[config.mk]
export PLATFORM = sky130hd
export DESIGN_NAME = rng_host_ctrl
export DESIGN_NICKNAME = d
export VERILOG_FILES = /design/src/rtl/trng_ctrl_pkg.sv /design/src/rtl/trng_cmd_decode.sv /design/src/rtl/trng_delay_timer.sv /design/src/rtl/trng_lfsr_source.sv /design/src/rtl/trng_lifecycle_fsm.sv /design/src/rtl/rng_host_ctrl.sv
export SDC_FILE = /design/constraint.sdc
export NUM_CORES = 1
export LEC_CHECK = 0
export CORE_UTILIZATION = 55
export CTS_CLUSTER_DIAMETER = 60
export DETAILED_ROUTE_END_ITERATION = 7
export PLACE_DENSITY = 0.87
export SYNTH_ARGS = -nofsm -noshare
export SYNTH_HDL_FRONTEND = slang
export SYNTH_SLANG_ARGS = --single-unit
[constraint.sdc]
create_clock -name clk -period 6.35 [get_ports clk]
set_input_delay 0.635 -clock clk [delete_from_list [all_inputs] [get_ports clk]]
set_output_delay 0.635 -clock clk [all_outputs]
set_load 0.03 [all_outputs]
[src/rtl/trng_ctrl_pkg.sv]
// Package: shared command words, status codes and type definitions for the
// random number generator controller. Assumes 32-bit command words and 8-bit status codes.
package trng_ctrl_pkg;

    localparam logic [31:0] CMD_RESET   = 32'h0000_0001;
    localparam logic [31:0] CMD_RELEASE = 32'h0000_0002;
    localparam logic [31:0] CMD_ENABLE  = 32'h8000_0000;
    localparam logic [31:0] CMD_ZEROIZE = 32'h8000_0004;
    localparam logic [31:0] CMD_ACK_ZER = 32'h8000_0008;
    localparam logic [31:0] CMD_RD_ACK  = 32'h8000_000F;

    localparam logic [7:0] STS_BUSY    = 8'h00;
    localparam logic [7:0] STS_RST_ACK = 8'hAC;
    localparam logic [7:0] STS_BOOT_OK = 8'h57;
    localparam logic [7:0] STS_BOOT_NG = 8'hFA;
    localparam logic [7:0] STS_READY   = 8'hED;

    typedef enum logic [2:0] {
        OP_NONE, OP_RESET, OP_RELEASE, OP_ENABLE, OP_ZEROIZE, OP_ACK_ZER, OP_RD_ACK
    } op_e;

    typedef enum logic [3:0] {
        LC_IDLE, LC_RST, LC_REL, LC_EN, LC_TEST, LC_OK, LC_FAIL, LC_GEN, LC_READY, LC_HOLD
    } lc_e;

    // Map a lifecycle state to the status byte reported to the host.
    function automatic logic [7:0] status_of(lc_e s);
        case (s)
            LC_RST:   return STS_RST_ACK;
            LC_OK:    return STS_BOOT_OK;
            LC_FAIL:  return STS_BOOT_NG;
            LC_READY: return STS_READY;
            default:  return STS_BUSY;
        endcase
    endfunction

endpackage

[src/rtl/trng_cmd_decode.sv]
// Module: turns a bus write into one decoded operation.
// Assumes one-cycle write strobes. Only writes to CTRL_OFS whose data match
// a command code exactly produce an operation; everything else is OP_NONE.
module trng_cmd_decode
    import trng_ctrl_pkg::*;
#(
    parameter int ADDR_W   = 4,
    parameter int CTRL_OFS = 0
) (
    input  logic              wr,
    input  logic [ADDR_W-1:0] addr,
    input  logic [31:0]       wdata,
    output op_e               op
);

    localparam logic [ADDR_W-1:0] CTRL_A = ADDR_W'(CTRL_OFS);

    // Exact-match decode of the command word.
    always_comb begin
        op = OP_NONE;
        if (wr && addr == CTRL_A) begin
            case (wdata)
                CMD_RESET:   op = OP_RESET;
                CMD_RELEASE: op = OP_RELEASE;
                CMD_ENABLE:  op = OP_ENABLE;
                CMD_ZEROIZE: op = OP_ZEROIZE;
                CMD_ACK_ZER: op = OP_ACK_ZER;
                CMD_RD_ACK:  op = OP_RD_ACK;
                default:     op = OP_NONE;
            endcase
        end
    end

endmodule

[src/rtl/trng_delay_timer.sv]
// Module: one-shot down counter. A start with load value N raises done
// in the N-th cycle after the start edge, so a state change on done lands
// exactly N cycles after the start. Assumes N >= 1. Clear aborts a count.
module trng_delay_timer #(
    parameter int CW = 8
) (
    input  logic          clk,
    input  logic          rst_n,
    input  logic          clear,
    input  logic          start,
    input  logic [CW-1:0] load_val,
    output logic          done
);

    logic [CW-1:0] cnt;
    logic          active;

    assign done = active && (cnt == '0);

    // Load, count down and retire the one-shot.
    always_ff @(posedge clk) begin
        if (!rst_n || clear) begin
            cnt    <= '0;
            active <= 1'b0;
        end else if (start) begin
            cnt    <= load_val - CW'(1);
            active <= 1'b1;
        end else if (done) begin
            active <= 1'b0;
        end else if (active) begin
            cnt <= cnt - CW'(1);
        end
    end

    p_done_single_r10: assert property (@(posedge clk) disable iff (!rst_n)
        (done && !start && !clear) |=> !done)
        else $error("timer done lasted more than one cycle");

endmodule

[src/rtl/trng_lfsr_source.sv]
// Module: stand-in entropy source, a Galois LFSR stepped on demand.
// Assumes a non-zero SEED and a maximal-length TAPS mask, so the state never reaches zero.
module trng_lfsr_source #(
    parameter int          W    = 32,
    parameter logic [W-1:0] TAPS = 32'h8020_0003,
    parameter logic [W-1:0] SEED = 32'h1D87_2B41
) (
    input  logic         clk,
    input  logic         rst_n,
    input  logic         step,
    input  logic         reseed,
    output logic [W-1:0] q
);

    // Shift with feedback, or reload the seed.
    always_ff @(posedge clk) begin
        if (!rst_n || reseed) begin
            q <= SEED;
        end else if (step) begin
            q <= q[0] ? ((q >> 1) ^ TAPS) : (q >> 1);
        end
    end

    p_never_zero_r7: assert property (@(posedge clk) disable iff (!rst_n)
        step |=> (q != '0))
        else $error("lfsr reached zero");

endmodule

[src/rtl/trng_lifecycle_fsm.sv]
// Module: bring-up and per-word handshake state machine. It owns the
// published random word and drives the shared delay timer and the source.
// Assumes at most one decoded operation per cycle; reset wins over all.
module trng_lifecycle_fsm
    import trng_ctrl_pkg::*;
#(
    parameter int TEST_CYCLES = 16,
    parameter int GEN_CYCLES  = 8,
    parameter int CW          = 5
) (
    input  logic          clk,
    input  logic          rst_n,
    input  op_e           op,
    input  logic          selftest_pass,
    input  logic          tmr_done,
    input  logic [31:0]   src_q,
    output logic          tmr_clear,
    output logic          tmr_start,
    output logic [CW-1:0] tmr_val,
    output logic          src_step,
    output logic          src_reseed,
    output lc_e           state,
    output logic [31:0]   word
);

    lc_e nxt;

    // Next-state and timer control.
    always_comb begin
        nxt       = state;
        tmr_start = 1'b0;
        tmr_clear = 1'b0;
        tmr_val   = '0;
        if (op == OP_RESET) begin
            nxt       = LC_RST;
            tmr_clear = 1'b1;
        end else begin
            case (state)
                LC_RST:   if (op == OP_RELEASE) nxt = LC_REL;
                LC_REL:   if (op == OP_ENABLE)  nxt = LC_EN;
                LC_EN: if (op == OP_ZEROIZE) begin
                    nxt       = LC_TEST;
                    tmr_start = 1'b1;
                    tmr_val   = CW'(TEST_CYCLES);
                end
                LC_TEST:  if (tmr_done) nxt = selftest_pass ? LC_OK : LC_FAIL;
                LC_OK: if (op == OP_ACK_ZER) begin
                    nxt       = LC_GEN;
                    tmr_start = 1'b1;
                    tmr_val   = CW'(GEN_CYCLES);
                end
                LC_GEN:   if (tmr_done) nxt = LC_READY;
                LC_READY: if (op == OP_RD_ACK) nxt = LC_HOLD;
                LC_HOLD: if (op == OP_ENABLE) begin
                    nxt       = LC_GEN;
                    tmr_start = 1'b1;
                    tmr_val   = CW'(GEN_CYCLES);
                end
                default:  nxt = state;
            endcase
        end
    end

    assign src_step   = (state == LC_GEN);
    assign src_reseed = (state == LC_EN) && (op == OP_ZEROIZE);

    // State register.
    always_ff @(posedge clk) begin
        if (!rst_n) state <= LC_IDLE;
        else        state <= nxt;
    end

    // Published word: cleared by zeroize, captured when generation ends.
    always_ff @(posedge clk) begin
        if (!rst_n || src_reseed)                        word <= '0;
        else if (state == LC_GEN && tmr_done && op != OP_RESET) word <= src_q;
    end

    p_reset_ack_r2: assert property (@(posedge clk) disable iff (!rst_n)
        (op == OP_RESET) |=> (state == LC_RST))
        else $error("reset command not acknowledged");

    p_fail_sticky_r8: assert property (@(posedge clk) disable iff (!rst_n)
        (state == LC_FAIL && op != OP_RESET) |=> (state == LC_FAIL))
        else $error("left failed state without reset");

    p_hold_needs_enable_r6: assert property (@(posedge clk) disable iff (!rst_n)
        (state == LC_HOLD && op != OP_ENABLE && op != OP_RESET) |=> (state == LC_HOLD && $stable(word)))
        else $error("new word without enable");

    p_fresh_word_r7: assert property (@(posedge clk) disable iff (!rst_n)
        (state == LC_GEN && tmr_done && op != OP_RESET) |=> (state == LC_READY && word != $past(word)))
        else $error("published word not fresh");

    p_ignore_none_r9: assert property (@(posedge clk) disable iff (!rst_n)
        (op == OP_NONE && !tmr_done) |=> $stable(state))
        else $error("state moved without command");

endmodule

[src/rtl/rng_host_ctrl.sv]
// Module: top of the random number generator controller. It decodes bus
// writes, runs the lifecycle FSM with a shared delay timer and an LFSR
// stand-in source, and returns the word or the status on reads.
// Assumes a simple one-cycle write strobe and combinational read data.
module rng_host_ctrl
    import trng_ctrl_pkg::*;
#(
    parameter int ADDR_W      = 4,
    parameter int TEST_CYCLES = 16,
    parameter int GEN_CYCLES  = 8
) (
    input  logic              clk,
    input  logic              rst_n,
    input  logic              bus_wr,
    input  logic              bus_rd,
    input  logic [ADDR_W-1:0] bus_addr,
    input  logic [31:0]       bus_wdata,
    output logic [31:0]       bus_rdata,
    input  logic              selftest_pass
);

    localparam int MAXC = (TEST_CYCLES > GEN_CYCLES) ? TEST_CYCLES : GEN_CYCLES;
    localparam int CW   = $clog2(MAXC + 1);
    localparam logic [ADDR_W-1:0] WORD_A = ADDR_W'(0);
    localparam logic [ADDR_W-1:0] STAT_A = ADDR_W'(4);

    op_e           op;
    lc_e           state;
    logic          tmr_clear, tmr_start, tmr_done;
    logic [CW-1:0] tmr_val;
    logic          src_step, src_reseed;
    logic [31:0]   src_q, word;

    trng_cmd_decode #(.ADDR_W(ADDR_W), .CTRL_OFS(0)) u_dec (
        .wr(bus_wr), .addr(bus_addr), .wdata(bus_wdata), .op(op)
    );

    trng_delay_timer #(.CW(CW)) u_tmr (
        .clk(clk), .rst_n(rst_n), .clear(tmr_clear), .start(tmr_start),
        .load_val(tmr_val), .done(tmr_done)
    );

    trng_lfsr_source #(.W(32)) u_src (
        .clk(clk), .rst_n(rst_n), .step(src_step), .reseed(src_reseed), .q(src_q)
    );

    trng_lifecycle_fsm #(.TEST_CYCLES(TEST_CYCLES), .GEN_CYCLES(GEN_CYCLES), .CW(CW)) u_fsm (
        .clk(clk), .rst_n(rst_n), .op(op), .selftest_pass(selftest_pass),
        .tmr_done(tmr_done), .src_q(src_q), .tmr_clear(tmr_clear),
        .tmr_start(tmr_start), .tmr_val(tmr_val), .src_step(src_step),
        .src_reseed(src_reseed), .state(state), .word(word)
    );

    // Read mux: word at 0x0, status byte at 0x4, zero otherwise.
    always_comb begin
        bus_rdata = '0;
        if (bus_rd) begin
            if (bus_addr == WORD_A)      bus_rdata = word;
            else if (bus_addr == STAT_A) bus_rdata = {24'h0, status_of(state)};
        end
    end

    p_idle_rdata_r1: assert property (@(posedge clk) disable iff (!rst_n)
        !bus_rd |-> (bus_rdata == '0))
        else $error("read data driven without read strobe");

endmodule

==> flow_metrics.tcl <==
set metrics [dict create \
    syn_area_per_cell_um2 7.35 \
    grt_overflow 0 \
    combPwrFrac_pct 7.9 \
    dieHeight_um 82.8 \
    async_reset_ff_share_pct 0 \
    place_congestion 0.881 \
    syn_to_final_growth_pct 25.1 \
    seqCellArea_um2 1480 \
    initial_utilization_pct 56.8 \
    insertion_delay_ps 340 \
    period_share_pct 63.2 \
    grt_start_max_net_pins 51 \
    via_count 3482 \
    dpl.hpwl_um 5640 \
    antennaDiodeCount 0 \
    synthCells 488 \
    fillers 537 \
    path_class "input port to primary output" \
    whs_ps 453 \
    synth_edf_count 0 \
    critPathMaxFanout 24 \
    core_area_um2 6310 \
    slew_viol_final 0 \
    hp-class "register to register" \
    numCtsBuffers 9 \
    multi_input_area_um2 1970 \
    stdcell_count 623 \
    period_minus_slack_ps 4010 \
    p_sw_mw 0.212 \
    vias_per_cell 5.59 \
    numPortBuffers 72 \
    wl_um 8280 \
    layout.nets 583 \
    final_hold_viol_count 0 \
    antenna_found_initial 0 \
    dp_slack_ps 2180 \
    h-tree-depth 3 \
    switching_share_pct 23.7 \
    cts_tree "built" \
    seq_area_frac_synth_pct 41.3 \
    place_area_um2 4300 \
    clockBufferDepth 2 \
    dr.first_iter.drc_count 232 \
    synth_area_um2 3590 \
    leakagePower_nw 1.58 \
    wl_per_cell_um 13.3 \
    cts_root_buf "clkbuf_8" \
    die_area_um2 6850 \
    drc 0 \
    yosys.cell_types.count 49 \
    power_frac_clock_pct 39.7 \
    end_kind "primary output" \
    grt_pass1_vias 3075 \
    crit_required_ps 5710 \
    yosys_warnings 0 \
    rsz0062_at_grt "false" \
    stdcell_area_um2 4490 \
    outcome "finished, final reports clean" \
    worst_setup_path_start_kind "input port" \
    worst_slew_pin_slew_ps 1260 \
    peakVddDrop_uv 196 \
    arrival_ps 3380 \
    num_io_pins 73 \
    max_freq_mhz 249 \
    setup_viol 0 \
    die_w_um 82.8 \
    p_seq_share_pct 52.4 \
    fin_tns_setup_ps 0 \
    antenna_left 0 \
    cts_setup_buffers 0 \
    track_usage_pct 24.8 \
    cts_sinks 74 \
    slew_headroom_pct 15.4 \
    drive_gt1_share_pct 5.49 \
    synth_seq_cells 74 \
    clock_skew_ps 12.9 \
    dr.pass1.iters 4 \
    rows 29 \
    maxCapViolations 0 \
    total_power_mw 0.895 \
    cts-hold-fix-buffers 0 \
    power_density_nw_per_um2 199 \
    clkTransAtPathRegs_ps 80 \
    dp_cells 607 \
    syn_nets 530 \
    p_int_mw 0.683 \
    utilization_pct 71.1 \
    setup_ws_ps 2340 \
    grt_pass1_wl_um 12900 \
    ys.flop_type "dfxtp_1" \
    cts_resized 0 \
]
## routing by layer
layer | global-route usage (%) | wire length, um
met1 | 28.6 | 3490
met3 | 5.82 | 550
met2 | 43.2 | 4140
met4 | 11.4 | 99
met5 | 0 | 0
## worst paths after layout
kind	startpoint	endpoint	slack [ps]	depth (start not counted)
max	bus_addr[1]	bus_rdata[25]	2340	6
min	u_fsm.word[15]	u_fsm.word[15]	450	2
max reg2reg	u_fsm.state[0]	u_fsm.word[19]	3320	7
min reg2reg	u_fsm.word[15]	u_fsm.word[15]	450	2
## cell usage after synthesis, types with 2 or more instances
cell / n / area [um^2]
nand2_1: 147 / 552
dfxtp_1: 74 / 1480
a21oi_1: 60 / 300
nor2_1: 33 / 124
and2_1: 25 / 156
clkbuf_1: 23 / 86.3
nand3_1: 21 / 105
nor4_1: 10 / 62.6
nor3_1: 9 / 45.0
buf_2: 7 / 35.0
xor2_1: 7 / 61.3
o21ai_0: 6 / 30.0
nor2b_1: 5 / 31.3
a211oi_1: 4 / 30.0
nand4_1: 4 / 25.0
inv_1: 3 / 11.3
nand2b_1: 3 / 18.8
o211ai_1: 3 / 22.5
or3_1: 3 / 18.8
a21o_1: 2 / 15.0
a41o_1: 2 / 20.0
and4_1: 2 / 17.5
buf_1: 2 / 7.51
mux2_2: 2 / 22.5
mux2i_1: 2 / 20.0
nor3b_1: 2 / 15.0
nor4_2: 2 / 25.0
o21ai_1: 2 / 10.0
or4_4: 2 / 22.5
xnor2_1: 2 / 17.5
## logic make-up (layout without fill, tap and decap cells)
kind of cell	Yosys count	count (layout)	share of synthesized area [%]
DFF	74	74	41.3
adders and majority gates	1	1	0.349
muxes	4	4	1.19
and+or+nand+nor	273	273	35.4
buffers and inverters	35	93	3.91
xor gates and xnor gates	9	9	2.20
AOI/OAI and AO/OA	92	92	15.6
## registers in the layout (all words and copies together) (netlist names)
| signal | count |
|---|---|
| u_tmr.cnt | 5 |
| u_src.q | 32 |
| u_fsm.word | 32 |
| u_fsm.state | 4 |
| u_tmr.active | 1 |
## power by group through the flow
stage	registers, mW	clock network [mW]	logic (mW)
floorplan	0.476	0	0.0383
CTS	0.469	0.362	0.0709
global placement	0.479	0	0.0690
finish	0.469	0.355	0.0708
global route	0.469	0.382	0.0775
detailed placement	0.479	0	0.0704
## placed cells by master (no fill, tap or decap), types with 6 or more instances in the layout
cell type          n
a21oi_1           60
and2_1            25
clkbuf_8           9
clkdlybuf4s50_1   72
dfxtp_1           74
nand2_1          147
nand3_1           21
nor2_1            32
nor3_1             9
nor4_1            10
o21ai_0            6
xor2_1             7
## cell type report
type / instances / area share (%)
clock buffer: 10 / 2.84
tap: 77 / 2.15
clock inverter: 6 / 1.45
inverter: 3 / 0.251
sequential: 74 / 33.0
timing repair buffer: 74 / 16.4
multi-input combinational: 379 / 43.9
## worst max-delay path: stages
cell and delay [ps]:
clkdlybuf4s50_1 420, nor3_1 270, nand2_1 190, nor2_1 920, and2_1 250, clkdlybuf4s50_1 680
Note: power is estimated with default switching activity, not from simulation.
